==> config.mk <==
export PLATFORM = sky130hd
export DESIGN_NAME = stall_sequencer
export DESIGN_NICKNAME = d
export VERILOG_FILES = /design/src/rtl/stseq_pkg.sv /design/src/rtl/stseq_ctrl.sv /design/src/rtl/stseq_pc.sv /design/src/rtl/stseq_perf.sv /design/src/rtl/stall_sequencer.sv
export SDC_FILE = /design/constraint.sdc
export NUM_CORES = 1
export LEC_CHECK = 0
export BUFFER_PORTS_ARGS = -buffer_cell sky130_fd_sc_hd__buf_4
export CAP_MARGIN = 5
export CORE_ASPECT_RATIO = 0.5
export CORE_MARGIN = 4
export CORE_UTILIZATION = 45
export DETAILED_ROUTE_END_ITERATION = 12
export PLACE_DENSITY = 0.66
export SYNTH_ARGS = -nofsm -noshare
export SYNTH_HDL_FRONTEND = slang
export SYNTH_SLANG_ARGS = --single-unit
==> constraint.sdc <==
create_clock -name clk -period 12.6 [get_ports clk]
set_input_delay 0.63 -clock clk [delete_from_list [all_inputs] [get_ports clk]]
set_output_delay 0.63 -clock clk [all_outputs]
set_load 0.005 [all_outputs]
==> src/rtl/stseq_pkg.sv <==
package stseq_pkg;
    typedef enum logic [2:0] {
        ST_IDLE    = 3'd0,
        ST_RUN     = 3'd1,
        ST_IWAIT   = 3'd2,
        ST_IRESUME = 3'd3,
        ST_DWAIT   = 3'd4,
        ST_PARKED  = 3'd5
    } seq_state_e;

    localparam int unsigned INSN_W     = 32;
    localparam int unsigned INSN_BYTES = 4;
    localparam int unsigned OPC_HI     = 31;
    localparam int unsigned OPC_LO     = 26;
    localparam int unsigned RA_HI      = 25;
    localparam int unsigned RA_LO      = 21;

    typedef struct packed {
        seq_state_e st;
        logic       err;
    } ctrl_regs_t;
endpackage

==> src/rtl/stseq_ctrl.sv <==
module stseq_ctrl
    import stseq_pkg::*;
(
    input  logic       clk,
    input  logic       rst_n,
    input  logic       act_i,
    input  logic       susp_i,
    input  logic       swout_i,
    input  logic       fetch_miss_i,
    input  logic       fault_i,
    input  logic       mem_op_i,
    input  logic       load_op_i,
    input  logic       mem_miss_i,
    input  logic       fill_done_i,
    output seq_state_e state_o,
    output logic       fetch_vld_o,
    output logic       exec_o,
    output logic       use_held_o,
    output logic       trap_o,
    output logic       retire_o,
    output logic       load_ret_o,
    output logic       imiss_o,
    output logic       dmiss_o,
    output logic       idone_o,
    output logic       ddone_o,
    output logic       err_o
);
    ctrl_regs_t q, d;

    always_comb begin
        fetch_vld_o = (q.st == ST_RUN) && !swout_i && !susp_i;
        exec_o      = (fetch_vld_o && !fetch_miss_i) ||
                      ((q.st == ST_IRESUME) && !swout_i);
        use_held_o  = (q.st == ST_IRESUME);
        trap_o      = exec_o && fault_i;
        retire_o    = exec_o && !fault_i;
        load_ret_o  = retire_o && load_op_i;
        imiss_o     = fetch_vld_o && fetch_miss_i;
        dmiss_o     = retire_o && mem_op_i && mem_miss_i;
        idone_o     = (q.st == ST_IWAIT) && fill_done_i && !swout_i;
        ddone_o     = (q.st == ST_DWAIT) && fill_done_i && !swout_i;

        d     = q;
        d.err = (act_i && (q.st != ST_IDLE)) ||
                (susp_i && (q.st != ST_RUN)) ||
                (fill_done_i && (q.st != ST_IWAIT) &&
                 (q.st != ST_DWAIT) && (q.st != ST_PARKED));

        unique case (q.st)
            ST_IDLE: begin
                if (act_i) d.st = ST_RUN;
            end
            ST_RUN: begin
                if (susp_i)       d.st = ST_IDLE;
                else if (imiss_o) d.st = ST_IWAIT;
                else if (dmiss_o) d.st = ST_DWAIT;
            end
            ST_IWAIT: begin
                if (idone_o) d.st = ST_IRESUME;
            end
            ST_IRESUME: begin
                d.st = dmiss_o ? ST_DWAIT : ST_RUN;
            end
            ST_DWAIT: begin
                if (ddone_o) d.st = ST_RUN;
            end
            default: d.st = ST_PARKED;
        endcase

        if (swout_i) d.st = ST_PARKED;
    end

    always_ff @(posedge clk) begin
        if (!rst_n) begin
            q.st  <= ST_IDLE;
            q.err <= 1'b0;
        end else begin
            q <= d;
        end
    end

    assign state_o = q.st;
    assign err_o   = q.err;
endmodule

==> src/rtl/stseq_pc.sv <==
module stseq_pc
    import stseq_pkg::*;
#(
    parameter int unsigned    AW       = 32,
    parameter logic [AW-1:0]  RESET_PC = AW'('h100)
) (
    input  logic              clk,
    input  logic              rst_n,
    input  logic              advance_i,
    input  logic              capture_i,
    input  logic              use_held_i,
    input  logic [INSN_W-1:0] insn_i,
    output logic [AW-1:0]     pc_o,
    output logic [AW-1:0]     npc_o,
    output logic [AW-1:0]     fetch_addr_o,
    output logic [5:0]        opcode_o,
    output logic [4:0]        ra_o
);
    localparam logic [AW-1:0] STEP = AW'(INSN_BYTES);

    typedef struct packed {
        logic [AW-1:0]     pc;
        logic [AW-1:0]     npc;
        logic [INSN_W-1:0] held;
    } pc_regs_t;

    pc_regs_t q, d;
    logic [INSN_W-1:0] cur_word;

    always_comb begin
        d = q;
        if (advance_i) begin
            d.pc  = q.npc;
            d.npc = q.npc + STEP;
        end
        if (capture_i) d.held = insn_i;
        cur_word = use_held_i ? q.held : insn_i;
    end

    always_ff @(posedge clk) begin
        if (!rst_n) begin
            q.pc   <= RESET_PC;
            q.npc  <= RESET_PC + STEP;
            q.held <= '0;
        end else begin
            q <= d;
        end
    end

    assign pc_o         = q.pc;
    assign npc_o        = q.npc;
    assign fetch_addr_o = {q.pc[AW-1:2], 2'b00};
    assign opcode_o     = cur_word[OPC_HI:OPC_LO];
    assign ra_o         = cur_word[RA_HI:RA_LO];
endmodule

==> src/rtl/stseq_perf.sv <==
module stseq_perf #(
    parameter int unsigned CNT_W = 32
) (
    input  logic             clk,
    input  logic             rst_n,
    input  logic             imiss_i,
    input  logic             dmiss_i,
    input  logic             idone_i,
    input  logic             ddone_i,
    input  logic             retire_i,
    input  logic             load_ret_i,
    output logic [CNT_W-1:0] ifill_o,
    output logic [CNT_W-1:0] dfill_o,
    output logic [CNT_W-1:0] retired_o,
    output logic [CNT_W-1:0] loads_o
);
    typedef struct packed {
        logic [CNT_W-1:0] cyc;
        logic [CNT_W-1:0] mark;
        logic [CNT_W-1:0] ifill;
        logic [CNT_W-1:0] dfill;
        logic [CNT_W-1:0] ret;
        logic [CNT_W-1:0] lds;
    } perf_regs_t;

    perf_regs_t q, d;
    logic [CNT_W-1:0] elapsed;

    always_comb begin
        d       = q;
        elapsed = q.cyc - q.mark;
        d.cyc   = q.cyc + 1'b1;
        if (imiss_i || dmiss_i) d.mark = q.cyc;
        if (idone_i) d.ifill = q.ifill + elapsed;
        if (ddone_i) d.dfill = q.dfill + elapsed;
        if (retire_i) d.ret = q.ret + 1'b1;
        if (load_ret_i) d.lds = q.lds + 1'b1;
    end

    always_ff @(posedge clk) begin
        if (!rst_n) q <= '0;
        else        q <= d;
    end

    assign ifill_o   = q.ifill;
    assign dfill_o   = q.dfill;
    assign retired_o = q.ret;
    assign loads_o   = q.lds;
endmodule

==> src/rtl/stall_sequencer.sv <==
module stall_sequencer
    import stseq_pkg::*;
#(
    parameter int unsigned   AW       = 32,
    parameter int unsigned   CNT_W    = 32,
    parameter logic [AW-1:0] RESET_PC = AW'('h100)
) (
    input  logic             clk,
    input  logic             rst_n,
    input  logic             act_i,
    input  logic             susp_i,
    input  logic             swout_i,
    input  logic             fetch_miss_i,
    input  logic [31:0]      insn_i,
    input  logic             fault_i,
    input  logic             mem_op_i,
    input  logic             load_op_i,
    input  logic             mem_miss_i,
    input  logic             fill_done_i,
    output logic             fetch_vld_o,
    output logic [AW-1:0]    fetch_addr_o,
    output logic [2:0]       fetch_size_o,
    output logic             exec_o,
    output logic [5:0]       opcode_o,
    output logic [4:0]       ra_o,
    output logic             trap_o,
    output logic [AW-1:0]    pc_o,
    output logic [AW-1:0]    npc_o,
    output logic [CNT_W-1:0] ifill_cyc_o,
    output logic [CNT_W-1:0] dfill_cyc_o,
    output logic [CNT_W-1:0] retired_o,
    output logic [CNT_W-1:0] loads_o,
    output logic [2:0]       seq_state_o,
    output logic             err_o
);
    seq_state_e st;
    logic use_held, retire, load_ret, imiss, dmiss, idone, ddone;

    stseq_ctrl u_ctrl (
        .clk          (clk),
        .rst_n        (rst_n),
        .act_i        (act_i),
        .susp_i       (susp_i),
        .swout_i      (swout_i),
        .fetch_miss_i (fetch_miss_i),
        .fault_i      (fault_i),
        .mem_op_i     (mem_op_i),
        .load_op_i    (load_op_i),
        .mem_miss_i   (mem_miss_i),
        .fill_done_i  (fill_done_i),
        .state_o      (st),
        .fetch_vld_o  (fetch_vld_o),
        .exec_o       (exec_o),
        .use_held_o   (use_held),
        .trap_o       (trap_o),
        .retire_o     (retire),
        .load_ret_o   (load_ret),
        .imiss_o      (imiss),
        .dmiss_o      (dmiss),
        .idone_o      (idone),
        .ddone_o      (ddone),
        .err_o        (err_o)
    );

    stseq_pc #(.AW(AW), .RESET_PC(RESET_PC)) u_pc (
        .clk          (clk),
        .rst_n        (rst_n),
        .advance_i    (retire),
        .capture_i    (imiss),
        .use_held_i   (use_held),
        .insn_i       (insn_i),
        .pc_o         (pc_o),
        .npc_o        (npc_o),
        .fetch_addr_o (fetch_addr_o),
        .opcode_o     (opcode_o),
        .ra_o         (ra_o)
    );

    stseq_perf #(.CNT_W(CNT_W)) u_perf (
        .clk        (clk),
        .rst_n      (rst_n),
        .imiss_i    (imiss),
        .dmiss_i    (dmiss),
        .idone_i    (idone),
        .ddone_i    (ddone),
        .retire_i   (retire),
        .load_ret_i (load_ret),
        .ifill_o    (ifill_cyc_o),
        .dfill_o    (dfill_cyc_o),
        .retired_o  (retired_o),
        .loads_o    (loads_o)
    );

    assign fetch_size_o = 3'(INSN_BYTES);
    assign seq_state_o  = st;
endmodule

==> impl_results.md <==
- Main combinational cell family by area after synthesis: simple AND/OR/NAND/NOR gates
- Fillcell total: approximately 3.5k
- Max layer used: met4
- Worst hold stages: 2
- Worst-case reg-to-reg path depth: 24
- EDFF count, synth: 0
- Psw: 0.484 mW
- Worst hold path type: primary input to register
- Core area: around 36000 um^2
- H-tree depth: 1
- Yosys warnings: 0
- Clk Latency, worst-skew pair: 550 ps
- Final Critical Period: 5400 ps
- Post-Syn Area: 16700 um^2
- Crit path kind: register to register
- Most used DFF post-synth: dfxtp_1
- CP max-delay cell: dfxtp_1
- Seq pwr share: 0.446
- Synth Register Bits: 267
- Max Freq: 185 MHz
- Clock power share: 0.450
- Largest net degree at the start of global routing: 109
- Ports: around 290
- Slew @ Worst Pin: 1150 ps
- Complex-gate fraction of the synthesized area: 0.151
- M1 WL: 17800 um
- Routed wire length: 39500 um
- Antenna Cells: 0
- Die X: between 200 and 300 um
- Crit share post-route: 0.428
- Max-Cap Viols: 0
- Synth cell count leaders: 321 x nand2_1, 267 x dfxtp_1, 227 x buf_4
- Combinational Power Share: 0.105
- Clk buf depth: 3
- Clk slew on worst S/H paths: around 70 ps
- Post-synthesis mux area share: 0.0164
- Worst path bufs/invs: 1
- Sink Count: roughly 270
- Area contributors post-synth: dfxtp_1 32%, buf_4 10%, ha_1 7.7%, nand2_1 7.2%, a21oi_1 6.1%
- Effective utilization at floorplan: 0.460
- Setup TNS: 0 ps
- Max VDD drop: 0.0822 mV
- Arrival @ worst endpoint: 5850 ps
- Netlist cell types: 70
- Synthesized-area fraction occupied by adder cells: 0.0801
- Post-Syn Area per Cell: 7.90 um^2
- Placer Congestion: 0.895
- Crit path launch type: register
- Final hold violations: 0
- Vias in the first global route: 12.3k
- Cell count after synthesis: 2112
- XOR/XNOR share of the synthesized area: 0.100
- First-pass GRT wire length: about 64000 um
- Worst Path Max Fanout: 6
- Die area: 40400 um^2
- Crit path required time: around 13000 ps
- CTS Buf Count: 26
- PwrDens: approximately 100 nW/um^2
- Layout area overhead: 9.58%
- Port Buffers: 257
- Detail Route Antenna Nets: 0
- CTS Root Cell: clkbuf_16
- Synth area leader: dfxtp_1
- Post-cts resize count: 0
- Rows: 49
- Pint: between 1 and 1.5 mW
- CP Cell Sequence: inv_1, ha_1, fa_1, nor2b_1, o21ai_1, a21oi_1, o41ai_1, o21ai_1, nand3_1, nand2_1, a21o_1, a21oi_1, xnor2_1, ha_1, a21o_1, a21o_1, a221oi_4, a2bb2oi_2, o21ai_1, o41a_1, a31oi_1, xnor2_1, or3_1, a21oi_1
- Met3 WL: 1930 um
- Hold_buf cts: 0
- Share of cells above drive strength 1: 0.158
- Top cell type's share of synthesized area: 0.320
- Sequential element share of the synthesized area: 0.320
- RSZ-0062 raised after global routing: no
- Count leader, synth: nand2_1
- DIE HEIGHT: 144 um
- Clk_skew: 7.65 ps
- Leakage: 7.90 nW
- Final Slew Violations: 0
- Crit path max-delay family: compound AO/OA/AOI/OAI gates
- Final Power: 1.92 mW
- CP peak stage delay: 410 ps
- Vias per Instance: 5.15
- DRC Markers: 0
- Total track usage: 0.189
- Max-slew headroom: 0.231
- Starting DRC count in detailed routing: 766
- Status: completed
- Vias post-DR: 13.5k
- Critical path depth: 24
- Setup bufs post-CTS: 0
- Global route total overflow: 0
- Ys async rst share: 0
- Initial antenna violation count: 1
- # nets final: 2263
- CTS tree: yes
- Switching Fraction: 0.253
- First-pass DRT Iterations: 6
- WL met2: 18600 um
- Simple-gate share of the synthesized area: 0.200
- WL/cell: 15.1 um
- Setup crit end kind: register
- Final setup fails: 0
- HPWL Detailed: roughly 29000 um
-- metal layers --
metal	global-route usage	up-vias
li1	-	6920
met1	0.240	6212
met2	0.333	266
met3	0.0352	67
met4	0.0498	0
met5	0	-
-- final cells by class --
class,count,area (um^2),area share
clock buffer,34,752,0.0411
clock inverter,11,176,0.00965
inverter,58,223,0.0122
multi-input combinational,1497,9190,0.503
sequential,267,5350,0.292
tap,484,606,0.0331
timing repair buffer,265,1990,0.109
-- worst reg2reg max path, stage by stage, from the launching register on --
cell and delay (ps):
dfxtp_1 410, inv_1 70, ha_1 200, fa_1 410
nor2b_1 130, o21ai_1 80, a21oi_1 190, o41ai_1 120
o21ai_1 340, nand3_1 130, nand2_1 150, a21o_1 130
a21oi_1 70, xnor2_1 280, ha_1 360, a21o_1 220
a21o_1 200, a221oi_4 340, a2bb2oi_2 160, o21ai_1 120
o41a_1 380, a31oi_1 220, xnor2_1 110, or3_1 320
a21oi_1 150
-- power by group through the flow --
stage	Combinational [mW]	Sequential [mW]	Clock, mW
final	0.200	0.854	0.861
after global routing	0.223	0.854	0.924
after CTS	0.201	0.854	0.886
after detailed placement	0.200	0.874	0
after global placement	0.198	0.873	0
after floorplan	0.154	0.871	0
-- path summary, 6_finish.rpt --
kind                            slack, ps                 end          start
worst max register to register       7200  u_perf.dfill_o[31]  u_perf.q[160]
worst min register to register        450       u_perf.q[143]  u_perf.q[143]
worst min-delay path                  280   u_ctrl.state_o[1]        swout_i
worst max-delay path                 7200  u_perf.dfill_o[31]  u_perf.q[160]
-- per-stage QoR --
stage	utilization	instance area, um^2	cells	setup WS (ps)	hold WS, ps
floorplan	-	16700	2119	8030	432
global placement	0.479	17400	2571	7300	438
detailed placement	0.479	17400	2571	7250	443
CTS	0.504	18300	2616	7200	256
global route	0.504	18300	2616	6830	270
finish	0.504	18300	2616	7200	284
-- placed cells by master, fill, tap and decap left out, drive strengths merged, types with 4 or more instances in the layout --
cell      n
nand2   321
dfxtp   267
buf     265
a21oi   204
nor2    198
ha      102
xor2     97
xnor2    94
nand3    68
o21ai    66
inv      59
a21o     55
and3     36
clkbuf   34
or3      25
nand4    24
nor3     20
mux2i    15
nor2b    14
a31oi    14
and2     14
o21bai   12
mux2     11
a211oi   11
o21a     10
nand2b    9
conb      9
o31ai     7
and4      6
or2       5
o31a      4
bufinv    4
-- flip-flops by register name, summed over array words and instances, names as in the netlist --
name,flops
u_ctrl.err_o,1
u_ctrl.state_o,3
u_pc.npc_o,30
u_pc.pc_o,30
u_pc.q,11
u_perf.dfill_o,32
u_perf.ifill_o,32
u_perf.loads_o,32
u_perf.q,64
u_perf.retired_o,32
-- kinds of logic after synthesis --
group | after synthesis
simple gates | 752
compound gates | 414
buf+inv | 355
flops | 267
xor+xnor | 191
fa+ha+maj | 105
mux | 26
other cells | 2
No activity file was read; power rests on OpenSTA's default activity.
